### config.mk
export PLATFORM = sky130hd
export DESIGN_NAME = phy_linkup_seq
export DESIGN_NICKNAME = d
export VERILOG_FILES = /design/src/rtl/phy_seq_pkg.sv /design/src/rtl/phy_seq_xact.sv /design/src/rtl/phy_seq_poll.sv /design/src/rtl/phy_seq_fsm.sv /design/src/rtl/phy_linkup_seq.sv
export SDC_FILE = /design/constraint.sdc
export NUM_CORES = 1
export LEC_CHECK = 0
export CAP_MARGIN = 20
export CORE_ASPECT_RATIO = 1.25
export CORE_UTILIZATION = 48
export CTS_CLUSTER_SIZE = 12
export DETAILED_ROUTE_END_ITERATION = 10
export PLACE_DENSITY = 0.78
export SLEW_MARGIN = 20
export SYNTH_ARGS = -nofsm -noshare
export SYNTH_HDL_FRONTEND = slang
export SYNTH_HIERARCHICAL = 1
export SYNTH_SLANG_ARGS = --single-unit
### constraint.sdc
create_clock -name clk -period 2.7 [get_ports clk]
set_clock_uncertainty 0.1 [all_clocks]
set_input_delay 0.81 -clock clk [delete_from_list [all_inputs] [get_ports clk]]
set_output_delay 0.81 -clock clk [all_outputs]
set_load 0.05 [all_outputs]
### src/rtl/phy_seq_pkg.sv
package phy_seq_pkg;

    localparam int DATA_W = 16;
    localparam int REG_W  = 5;

    // management register numbers
    localparam logic [REG_W-1:0] REG_CTRL = 5'd0;
    localparam logic [REG_W-1:0] REG_STAT = 5'd1;
    localparam logic [REG_W-1:0] REG_ADV  = 5'd4;
    localparam logic [REG_W-1:0] REG_PART = 5'd5;

    // bit positions
    localparam int CTL_SOFT_RESET = 15;
    localparam int CTL_AN_ENABLE  = 12;
    localparam int CTL_AN_RESTART = 9;
    localparam int STS_LINK       = 2;
    localparam int STS_AN_DONE    = 5;
    localparam int ABL_ASYM       = 11;
    localparam int ABL_SYM        = 10;
    localparam int ABL_100F       = 8;
    localparam int ABL_100H       = 7;
    localparam int ABL_10F        = 6;
    localparam int ABL_10H        = 5;
    localparam int ABL_SELECT     = 0;

    typedef enum logic [2:0] {
        SPD_NONE = 3'd0,
        SPD_10H  = 3'd1,
        SPD_10F  = 3'd2,
        SPD_100H = 3'd3,
        SPD_100F = 3'd4
    } speed_e;

    typedef enum logic [3:0] {
        S_IDLE,
        S_RST_WR,
        S_RST_POLL,
        S_AN_ADV,
        S_AN_CTL,
        S_AN_RB,
        S_Q_ST1,
        S_Q_ST2,
        S_Q_PART
    } seq_state_e;

    typedef enum logic [1:0] {
        X_IDLE,
        X_REQ,
        X_WAIT
    } xact_state_e;

    typedef struct packed {
        logic              wr;
        logic [REG_W-1:0]  regad;
        logic [DATA_W-1:0] wdata;
    } xact_req_t;

    typedef struct packed {
        logic timeout;
        logic link_down;
        logic not_ready;
    } seq_flags_t;

    function automatic logic [DATA_W-1:0] soft_reset_word();
        logic [DATA_W-1:0] w;
        w = '0;
        w[CTL_SOFT_RESET] = 1'b1;
        return w;
    endfunction

    function automatic logic [DATA_W-1:0] an_start_word();
        logic [DATA_W-1:0] w;
        w = '0;
        w[CTL_AN_ENABLE]  = 1'b1;
        w[CTL_AN_RESTART] = 1'b1;
        return w;
    endfunction

    function automatic logic [DATA_W-1:0] adv_word(input logic flow);
        logic [DATA_W-1:0] w;
        w = '0;
        w[ABL_SELECT] = 1'b1;
        w[ABL_10H]    = 1'b1;
        w[ABL_10F]    = 1'b1;
        w[ABL_100H]   = 1'b1;
        w[ABL_100F]   = 1'b1;
        if (flow) begin
            w[ABL_SYM]  = 1'b1;
            w[ABL_ASYM] = 1'b1;
        end
        return w;
    endfunction

    function automatic logic [1:0] pause_pair(input logic [DATA_W-1:0] w);
        return {w[ABL_SYM], w[ABL_ASYM]};
    endfunction

    function automatic speed_e best_speed(input logic [DATA_W-1:0] w);
        speed_e s;
        if (w[ABL_100F])      s = SPD_100F;
        else if (w[ABL_100H]) s = SPD_100H;
        else if (w[ABL_10F])  s = SPD_10F;
        else if (w[ABL_10H])  s = SPD_10H;
        else                  s = SPD_NONE;
        return s;
    endfunction

endpackage

### src/rtl/phy_seq_xact.sv
module phy_seq_xact
    import phy_seq_pkg::*;
(
    input  logic              clk,
    input  logic              rst,
    input  logic              issue,
    input  xact_req_t         issue_req,
    output logic              idle,
    output logic              fin,
    output logic [DATA_W-1:0] fin_data,
    output logic              req_valid,
    output logic              req_write,
    output logic [REG_W-1:0]  req_reg,
    output logic [DATA_W-1:0] req_wdata,
    input  logic              req_ready,
    input  logic              rsp_valid,
    input  logic [DATA_W-1:0] rsp_rdata
);

    xact_state_e st;
    xact_req_t   held;

    always_ff @(posedge clk) begin
        if (rst) begin
            st   <= X_IDLE;
            held <= '0;
        end else begin
            unique case (st)
                X_IDLE: begin
                    if (issue) begin
                        held <= issue_req;
                        st   <= X_REQ;
                    end
                end
                X_REQ: begin
                    if (req_ready) begin
                        st <= X_WAIT;
                    end
                end
                X_WAIT: begin
                    if (rsp_valid) begin
                        st <= X_IDLE;
                    end
                end
                default: st <= X_IDLE;
            endcase
        end
    end

    always_comb begin
        idle      = (st == X_IDLE);
        req_valid = (st == X_REQ);
        req_write = held.wr;
        req_reg   = held.regad;
        req_wdata = held.wdata;
        fin       = (st == X_WAIT) && rsp_valid;
        fin_data  = rsp_rdata;
    end

endmodule

### src/rtl/phy_seq_poll.sv
module phy_seq_poll #(
    parameter int W = 16
) (
    input  logic         clk,
    input  logic         rst,
    input  logic         clr,
    input  logic         step,
    input  logic [W-1:0] limit,
    output logic         at_limit
);

    localparam logic [W:0] ONE = {{W{1'b0}}, 1'b1};

    logic [W-1:0] reads;

    always_ff @(posedge clk) begin
        if (rst || clr) begin
            reads <= '0;
        end else if (step) begin
            reads <= reads + 1'b1;
        end
    end

    // true when the read now finishing is the limit-th (or later) one
    always_comb begin
        at_limit = ({1'b0, reads} + ONE) >= {1'b0, limit};
    end

endmodule

### src/rtl/phy_seq_fsm.sv
module phy_seq_fsm
    import phy_seq_pkg::*;
#(
    parameter int POLL_W = 16
) (
    input  logic              clk,
    input  logic              rst,
    input  logic              cmd_reset,
    input  logic              cmd_negotiate,
    input  logic              cmd_query,
    input  logic              flow_ctrl_en,
    input  logic              xact_idle,
    input  logic              xact_fin,
    input  logic [DATA_W-1:0] xact_data,
    input  logic              poll_at_limit,
    output logic              issue,
    output xact_req_t         issue_req,
    output logic              poll_clr,
    output logic              poll_step,
    output logic              busy,
    output logic              done,
    output speed_e            speed,
    output logic [1:0]        local_pause,
    output logic [1:0]        partner_pause,
    output seq_flags_t        flags
);

    seq_state_e        state;
    logic              pend;
    logic [DATA_W-1:0] adv_q;
    speed_e            part_speed;

    always_comb begin
        issue_req = '0;
        unique case (state)
            S_RST_WR: begin
                issue_req.wr    = 1'b1;
                issue_req.regad = REG_CTRL;
                issue_req.wdata = soft_reset_word();
            end
            S_RST_POLL: issue_req.regad = REG_CTRL;
            S_AN_ADV: begin
                issue_req.wr    = 1'b1;
                issue_req.regad = REG_ADV;
                issue_req.wdata = adv_q;
            end
            S_AN_CTL: begin
                issue_req.wr    = 1'b1;
                issue_req.regad = REG_CTRL;
                issue_req.wdata = an_start_word();
            end
            S_AN_RB:  issue_req.regad = REG_ADV;
            S_Q_ST1,
            S_Q_ST2:  issue_req.regad = REG_STAT;
            S_Q_PART: issue_req.regad = REG_PART;
            default:  issue_req = '0;
        endcase
    end

    always_comb begin
        busy       = (state != S_IDLE);
        issue      = busy && !pend && xact_idle;
        poll_clr   = (state == S_IDLE) && cmd_reset;
        poll_step  = (state == S_RST_POLL) && xact_fin;
        part_speed = best_speed(xact_data);
    end

    always_ff @(posedge clk) begin
        if (rst) begin
            state         <= S_IDLE;
            pend          <= 1'b0;
            adv_q         <= '0;
            done          <= 1'b0;
            speed         <= SPD_NONE;
            local_pause   <= 2'b00;
            partner_pause <= 2'b00;
            flags         <= '0;
        end else begin
            done <= 1'b0;
            if (issue) begin
                pend <= 1'b1;
            end
            if (xact_fin) begin
                pend <= 1'b0;
            end

            unique case (state)
                S_IDLE: begin
                    if (cmd_reset) begin
                        flags <= '0;
                        state <= S_RST_WR;
                    end else if (cmd_negotiate) begin
                        flags <= '0;
                        adv_q <= adv_word(flow_ctrl_en);
                        state <= S_AN_ADV;
                    end else if (cmd_query) begin
                        flags <= '0;
                        state <= S_Q_ST1;
                    end
                end

                S_RST_WR: begin
                    if (xact_fin) state <= S_RST_POLL;
                end

                S_RST_POLL: begin
                    if (xact_fin) begin
                        if (poll_at_limit) begin
                            flags.timeout <= 1'b1;
                            state         <= S_IDLE;
                            done          <= 1'b1;
                        end else if (!xact_data[CTL_SOFT_RESET]) begin
                            state <= S_IDLE;
                            done  <= 1'b1;
                        end
                    end
                end

                S_AN_ADV: begin
                    if (xact_fin) state <= S_AN_CTL;
                end

                S_AN_CTL: begin
                    if (xact_fin) state <= S_AN_RB;
                end

                S_AN_RB: begin
                    if (xact_fin) begin
                        state <= S_IDLE;
                        done  <= 1'b1;
                    end
                end

                S_Q_ST1: begin
                    // first status value is latched history and is dropped
                    if (xact_fin) state <= S_Q_ST2;
                end

                S_Q_ST2: begin
                    if (xact_fin) begin
                        local_pause <= pause_pair(adv_q);
                        if (!xact_data[STS_LINK]) begin
                            flags.link_down <= 1'b1;
                            speed           <= SPD_NONE;
                            partner_pause   <= 2'b00;
                            state           <= S_IDLE;
                            done            <= 1'b1;
                        end else if (!xact_data[STS_AN_DONE]) begin
                            flags.not_ready <= 1'b1;
                            speed           <= SPD_NONE;
                            partner_pause   <= 2'b00;
                            state           <= S_IDLE;
                            done            <= 1'b1;
                        end else begin
                            state <= S_Q_PART;
                        end
                    end
                end

                S_Q_PART: begin
                    if (xact_fin) begin
                        partner_pause <= pause_pair(xact_data);
                        speed         <= part_speed;
                        if (part_speed == SPD_NONE) begin
                            flags.link_down <= 1'b1;
                        end
                        state <= S_IDLE;
                        done  <= 1'b1;
                    end
                end

                default: state <= S_IDLE;
            endcase
        end
    end

endmodule

### src/rtl/phy_linkup_seq.sv
module phy_linkup_seq
    import phy_seq_pkg::*;
#(
    parameter int POLL_W = 16
) (
    input  logic              clk,
    input  logic              rst,
    input  logic              cmd_reset,
    input  logic              cmd_negotiate,
    input  logic              cmd_query,
    input  logic              flow_ctrl_en,
    input  logic [POLL_W-1:0] poll_limit,
    output logic              req_valid,
    output logic              req_write,
    output logic [4:0]        req_reg,
    output logic [15:0]       req_wdata,
    input  logic              req_ready,
    input  logic              rsp_valid,
    input  logic [15:0]       rsp_rdata,
    output logic              busy,
    output logic              done,
    output logic [2:0]        speed_code,
    output logic [1:0]        local_pause,
    output logic [1:0]        partner_pause,
    output logic              flag_timeout,
    output logic              flag_link_down,
    output logic              flag_not_ready
);

    logic              x_issue;
    xact_req_t         x_req;
    logic              x_idle;
    logic              x_fin;
    logic [DATA_W-1:0] x_data;
    logic              p_clr;
    logic              p_step;
    logic              p_at_limit;
    speed_e            spd;
    seq_flags_t        flg;

    phy_seq_xact u_xact (
        .clk       (clk),
        .rst       (rst),
        .issue     (x_issue),
        .issue_req (x_req),
        .idle      (x_idle),
        .fin       (x_fin),
        .fin_data  (x_data),
        .req_valid (req_valid),
        .req_write (req_write),
        .req_reg   (req_reg),
        .req_wdata (req_wdata),
        .req_ready (req_ready),
        .rsp_valid (rsp_valid),
        .rsp_rdata (rsp_rdata)
    );

    phy_seq_poll #(.W(POLL_W)) u_poll (
        .clk      (clk),
        .rst      (rst),
        .clr      (p_clr),
        .step     (p_step),
        .limit    (poll_limit),
        .at_limit (p_at_limit)
    );

    phy_seq_fsm #(.POLL_W(POLL_W)) u_fsm (
        .clk           (clk),
        .rst           (rst),
        .cmd_reset     (cmd_reset),
        .cmd_negotiate (cmd_negotiate),
        .cmd_query     (cmd_query),
        .flow_ctrl_en  (flow_ctrl_en),
        .xact_idle     (x_idle),
        .xact_fin      (x_fin),
        .xact_data     (x_data),
        .poll_at_limit (p_at_limit),
        .issue         (x_issue),
        .issue_req     (x_req),
        .poll_clr      (p_clr),
        .poll_step     (p_step),
        .busy          (busy),
        .done          (done),
        .speed         (spd),
        .local_pause   (local_pause),
        .partner_pause (partner_pause),
        .flags         (flg)
    );

    always_comb begin
        speed_code     = spd;
        flag_timeout   = flg.timeout;
        flag_link_down = flg.link_down;
        flag_not_ready = flg.not_ready;
    end

endmodule

* Word-level counts from Yosys, hierarchy flattened
Index checks and enable logic that the tools add are counted.
Cells by class: $add $sub $neg 2, order comparisons 1, equal/unequal tests 29, muxes and demuxes 59, bitwise logic cells 1, reduce and logical (&&, ||, !) cells 29
Operators by type and width (number):
- 2-to-1 mux 4 bit | 14
- one-hot mux 16 bit (3 select lines) | 1
- one-hot mux 4 bit (8 select lines) | 1
- 2-to-1 mux 3 bit | 10
- != test 2 x 1 -> 1 bit, second input constant | 10
- 2-to-1 mux 2 bit | 9
- adder 16 x 1 -> 17 bit, second input constant | 1
- >= comparator 17 x 16 -> 1 bit | 1
- adder 16 x 1 -> 16 bit, second input constant | 1
- equality test 4 x 3 -> 1 bit, second input constant | 4
- 2-to-1 mux 1 bit | 16
- != test 2 bit, second input constant | 6
- one-hot mux 3 bit (3 select lines) | 1
- AND reduction 9 bit | 1
- equality test 4 x 2 -> 1 bit, second input constant | 2
- AND reduction 4 bit | 2
- OR reduction 2 bit | 4
- != test 3 bit, second input constant | 2
- one-hot mux 1 bit (3 select lines) | 2
- one-hot mux 2 bit (3 select lines) | 1
- one-hot mux 3 bit (2 select lines) | 1
- AND reduction 3 bit | 2
- AND reduction 6 bit | 1
- nonzero test 2 bit | 3
- 19 further kinds | 25
Word-level totals: bits in registers 63, input bits 40, output and inout port bits 35, word-level logic and storage cells 136

* Longest topological paths before layout
depth in word-level cells 8, mapped depth 14, depth with buffers taken out 14

* Cells and area by module
The synthesis kept the hierarchy.
Modules (own cells, without submodules):
- phy_seq_poll | times used 1, cells an instance 174, area an instance 1390.1 µm², seq. area each 320.3 µm²
- phy_seq_xact | times used 1, cells an instance 123, area an instance 1231.2 µm², seq. area each 480.5 µm²
- phy_seq_fsm | times used 1, cells an instance 142, area an instance 1111.1 µm², seq. area each 340.3 µm²

* Worst setup path after synthesis
OpenSTA, ideal clock, no wires.
kind reg2reg, from register u_poll.reads[0], to register u_fsm.state[3], setup time 0.096 ns, arrival 2.719 ns, data required time 2.504 ns, path slack -0.215 ns, cell stages (with the launch flop) 15, path buffers 0, clock period less this slack 2.915 ns, path through dfxtp_1 -> ha_1 -> nand2_1 -> nor3_1 -> nand3_1 -> xnor2_1 -> ha_1 -> nand4_1 -> nor3_1 -> a22oi_1 -> nand4_1 -> nor2b_1 -> a311oi_2 -> nor3_4 -> o41ai_2
Between the ends: longest elaborated chain between the ends 5, elaborated cells between the ends (all ways) 7, those cells by class add/sub: 1; order compare: 1; eq/ne: 1; mux: 3; reduce/logical: 1
RTL lines:
- start: declaration | RTL line phy_seq_poll.sv:14 | logic [W-1:0] reads;
- start signal: assignment | RTL line phy_seq_poll.sv:20 | reads <= reads + 1'b1;
- adder 16 x 1 -> 17 bit (*) | RTL line phy_seq_poll.sv:26 | at_limit = ({1'b0, reads} + ONE) >= {1'b0, limit};
- >= comparator 17 x 16 -> 1 bit (*) | RTL line phy_seq_poll.sv:26
- named net p_at_limit | RTL line phy_linkup_seq.sv:37 | logic p_at_limit;
- 2-to-1 mux 4 bit | RTL line phy_seq_fsm.sv:108 | if (poll_at_limit) begin
- 2-to-1 mux 4 bit | RTL line phy_seq_fsm.sv:107 | if (xact_fin) begin
- one-hot mux 4 bit (8 select lines) | RTL line phy_seq_fsm.sv:87 | unique case (state)
- end signal: assignment | RTL line phy_seq_fsm.sv:91 | state <= S_RST_WR;
- end signal: assignment | RTL line phy_seq_fsm.sv:110 | state <= S_IDLE;
- end signal: assignment | RTL line phy_seq_fsm.sv:113 | state <= S_IDLE;
- end: declaration | RTL line phy_seq_fsm.sv:28 | seq_state_e state;
Mark *: on every way through the listed nets, which the timed path passes. The rest lies on a longest branch. The select of a mux whose other input is x is not followed. A chain may end at the register's enable or synchronous reset.

* Final worst setup path
from input port poll_limit[5], to register u_fsm.state[3]
Between the ends: longest elaborated chain between the ends 4, elaborated cells between the ends (all ways) 6, those cells by class order compare: 1; eq/ne: 1; mux: 3; reduce/logical: 1
RTL lines:
- start: declaration | RTL line phy_linkup_seq.sv:12 | input logic [POLL_W-1:0] poll_limit,
- >= comparator 17 x 16 -> 1 bit (*) | RTL line phy_seq_poll.sv:26
- named net p_at_limit | RTL line phy_linkup_seq.sv:37
- 2-to-1 mux 4 bit | RTL line phy_seq_fsm.sv:108
- 2-to-1 mux 4 bit | RTL line phy_seq_fsm.sv:107
- one-hot mux 4 bit (8 select lines) | RTL line phy_seq_fsm.sv:87
Marked as above.

==> results.sh <==
export IMPL_failed_checks="negative setup slack"
export IMPL_die_height_um=99.8
export IMPL_timing_fmax_mhz=332
export IMPL_clock_latency_on_the_worst_skew_pair_ns=0.33
export IMPL_power_ir_vdd_worst_uv=497
export IMPL_finalCriticalPeriod_ns=3.01
export IMPL_layout_worst_path_cycle_share=1.11
export IMPL_wire_per_inst_um=13.7
export IMPL_detailed_place_area_um2=4560
export IMPL_dr_pass1_iters=5
export IMPL_via_per_inst=5.15
export IMPL_cts_root_buf="clkbuf_8"
export IMPL_core_area_um2=7400
export IMPL_mean_instance_size_in_the_synthesized_netlist_um2=8.52
export IMPL_outcome="finished with violations"
export IMPL_nNetsFinal=586
export IMPL_rsz0062_at_grt="true"
export IMPL_dr_first_iter_drc_count=111
export IMPL_io_buf_count=66
export IMPL_p_per_area_nw_per_um2=648
export IMPL_worstSetupPathType="primary input to register"
export IMPL_detailroute_via_count=3222
export IMPL_clk_transition_reported_paths_ns=0.06
export IMPL_die_width_um=80.2
export IMPL_totalWireLength_um=8600
export IMPL_syn_cell_area_um2=3670
export IMPL_synthesis_instances=431
export IMPL_grt_start_max_net_pins=42
export IMPL_worst_ep_required_time_ns=2.83
export IMPL_cts_hold_buffers_added=0
export IMPL_hold_class="register to register"
export IMPL_yosys_warnings=6
export IMPL_insertedDiodeCount=0
export IMPL_cts_tree="done"
export IMPL_wire_length_of_the_first_global_routing_pass_um=14100
export IMPL_grt_ovfl_total=0
export IMPL_finalWeightedCongestion=0.883
export IMPL_layout_drive_gt1_share=0.249
export IMPL_final_count_of_hold_timing_violations=0
export IMPL_via_count_of_the_first_global_routing_pass=3232
export IMPL_drc=0
export IMPL_worst_slew_pin_slew_ns=0.640
export IMPL_cts_root_to_sink_buffers=2
export IMPL_placementRows=35
export IMPL_drv_cap=0
export IMPL_inserted_clock_buffers=9
export IMPL_timing_critical_path_to_type="register"
export IMPL_floorplan_initialDensity=0.496
export IMPL_critPathLaunchType="primary input"
export IMPL_design_die_area_um2=8010
export IMPL_p_leak_nw=2.03
export IMPL_postLayoutCellArea_um2=5020
export IMPL_sink_count=57
export IMPL_worst_slew_margin_rel=0.573
export IMPL_place_hpwl_um=6150
export IMPL_layout_commonest_cell="clkdlybuf4s50_1"
export IMPL_initial_antenna_violation_count=0
export IMPL_setup_viol_count_final=5
export IMPL_timing_max_transition_violations_final=0
export IMPL_setup_ws_ns=-0.309
export IMPL_timing_critical_path_fanout_max=4
export IMPL_layout_common_cells="62 x clkdlybuf4s50_1, 60 x buf_4, 48 x nand2b_1, 45 x dfxtp_1, 34 x nor2_1"
export IMPL_htreeDepth=3
export IMPL_data_arrival_time_at_the_worst_slack_endpoint_ns=3.14
export IMPL_hold_worst_slack_ns=0.362
export IMPL_syn2layout_area_growth_pct=36.8
export IMPL_antenna_left=0
export IMPL_grtUsageTotal=0.224
export IMPL_ios=75
## metrics by stage
stage / utilization / setup slack, ns / total power (W) / setup TNS, ns / std cells
after floorplan: - / 0.00264 / 0.00220 / 0 / 439
after global placement: 0.616 / -0.665 / 0.00242 / -4.01 / 599
after detailed placement: 0.616 / -0.720 / 0.00245 / -4.58 / 599
after CTS: 0.668 / -0.267 / 0.00327 / -1.04 / 620
after global routing: 0.679 / -0.478 / 0.00343 / -2.17 / 626
final: 0.679 / -0.309 / 0.00325 / -1.34 / 626
## critical path, cell delays in order
cell and delay, ns:
clkdlybuf4s50_1 0.45, inv_1 0.04, ha_2 0.31, nand4_1 0.17, a2111oi_2 0.32, o31ai_1 0.14
nand4_1 0.14, nor2b_2 0.08, a311oi_2 0.40, nor3_4 0.10, o41ai_2 0.19
## where the power goes
group	switching, W	internal [W]	leakage [nW]
logic	0.000860	0.000565	1.46
registers	0.0000790	0.000945	0.469
clock network	0.000329	0.000477	0.103
total	0.00127	0.00199	2.03
## final timing paths
path	start	to	slack (ns)	cells past startpoint
min	u_fsm/adv_q[8]	u_fsm/adv_q[8]	0.36	2
max	poll_limit[5]	u_fsm/state[3]	-0.31	11
min reg2reg	u_fsm/adv_q[8]	u_fsm/adv_q[8]	0.36	2
max reg2reg	u_poll/reads[1]	u_fsm/state[3]	-0.30	14
## cell type report
| cell class | instances | area (um^2) |
|---|---|---|
| timing repair buffer | 127 | 1120 |
| inverter | 23 | 86.3 |
| multi-input combinational | 311 | 2330 |
| fill | 578 | 2380 |
| tap | 92 | 115 |
| clock inverter | 4 | 51.3 |
| sequential | 57 | 1160 |
| clock buffer | 12 | 155 |
## metal layers
metal | vias up | wire length, um | track usage
met5 | - | 0 | 0
met4 | 0 | 130 | 0.0714
met3 | 13 | 413 | 0.0536
met2 | 76 | 4490 | 0.408
met1 | 1496 | 3570 | 0.253
li1 | 1637 | - | -
## what timing repair did
action                                 in CTS  in global routing
buffers inserted                            5                  6
pin swaps                                  25                 12
endpoints found under the hold margin       0                  0
setup endpoints to repair                   5                  6
gates resized for setup                    36                  6
Note: power is estimated with default switching activity, not from simulation.
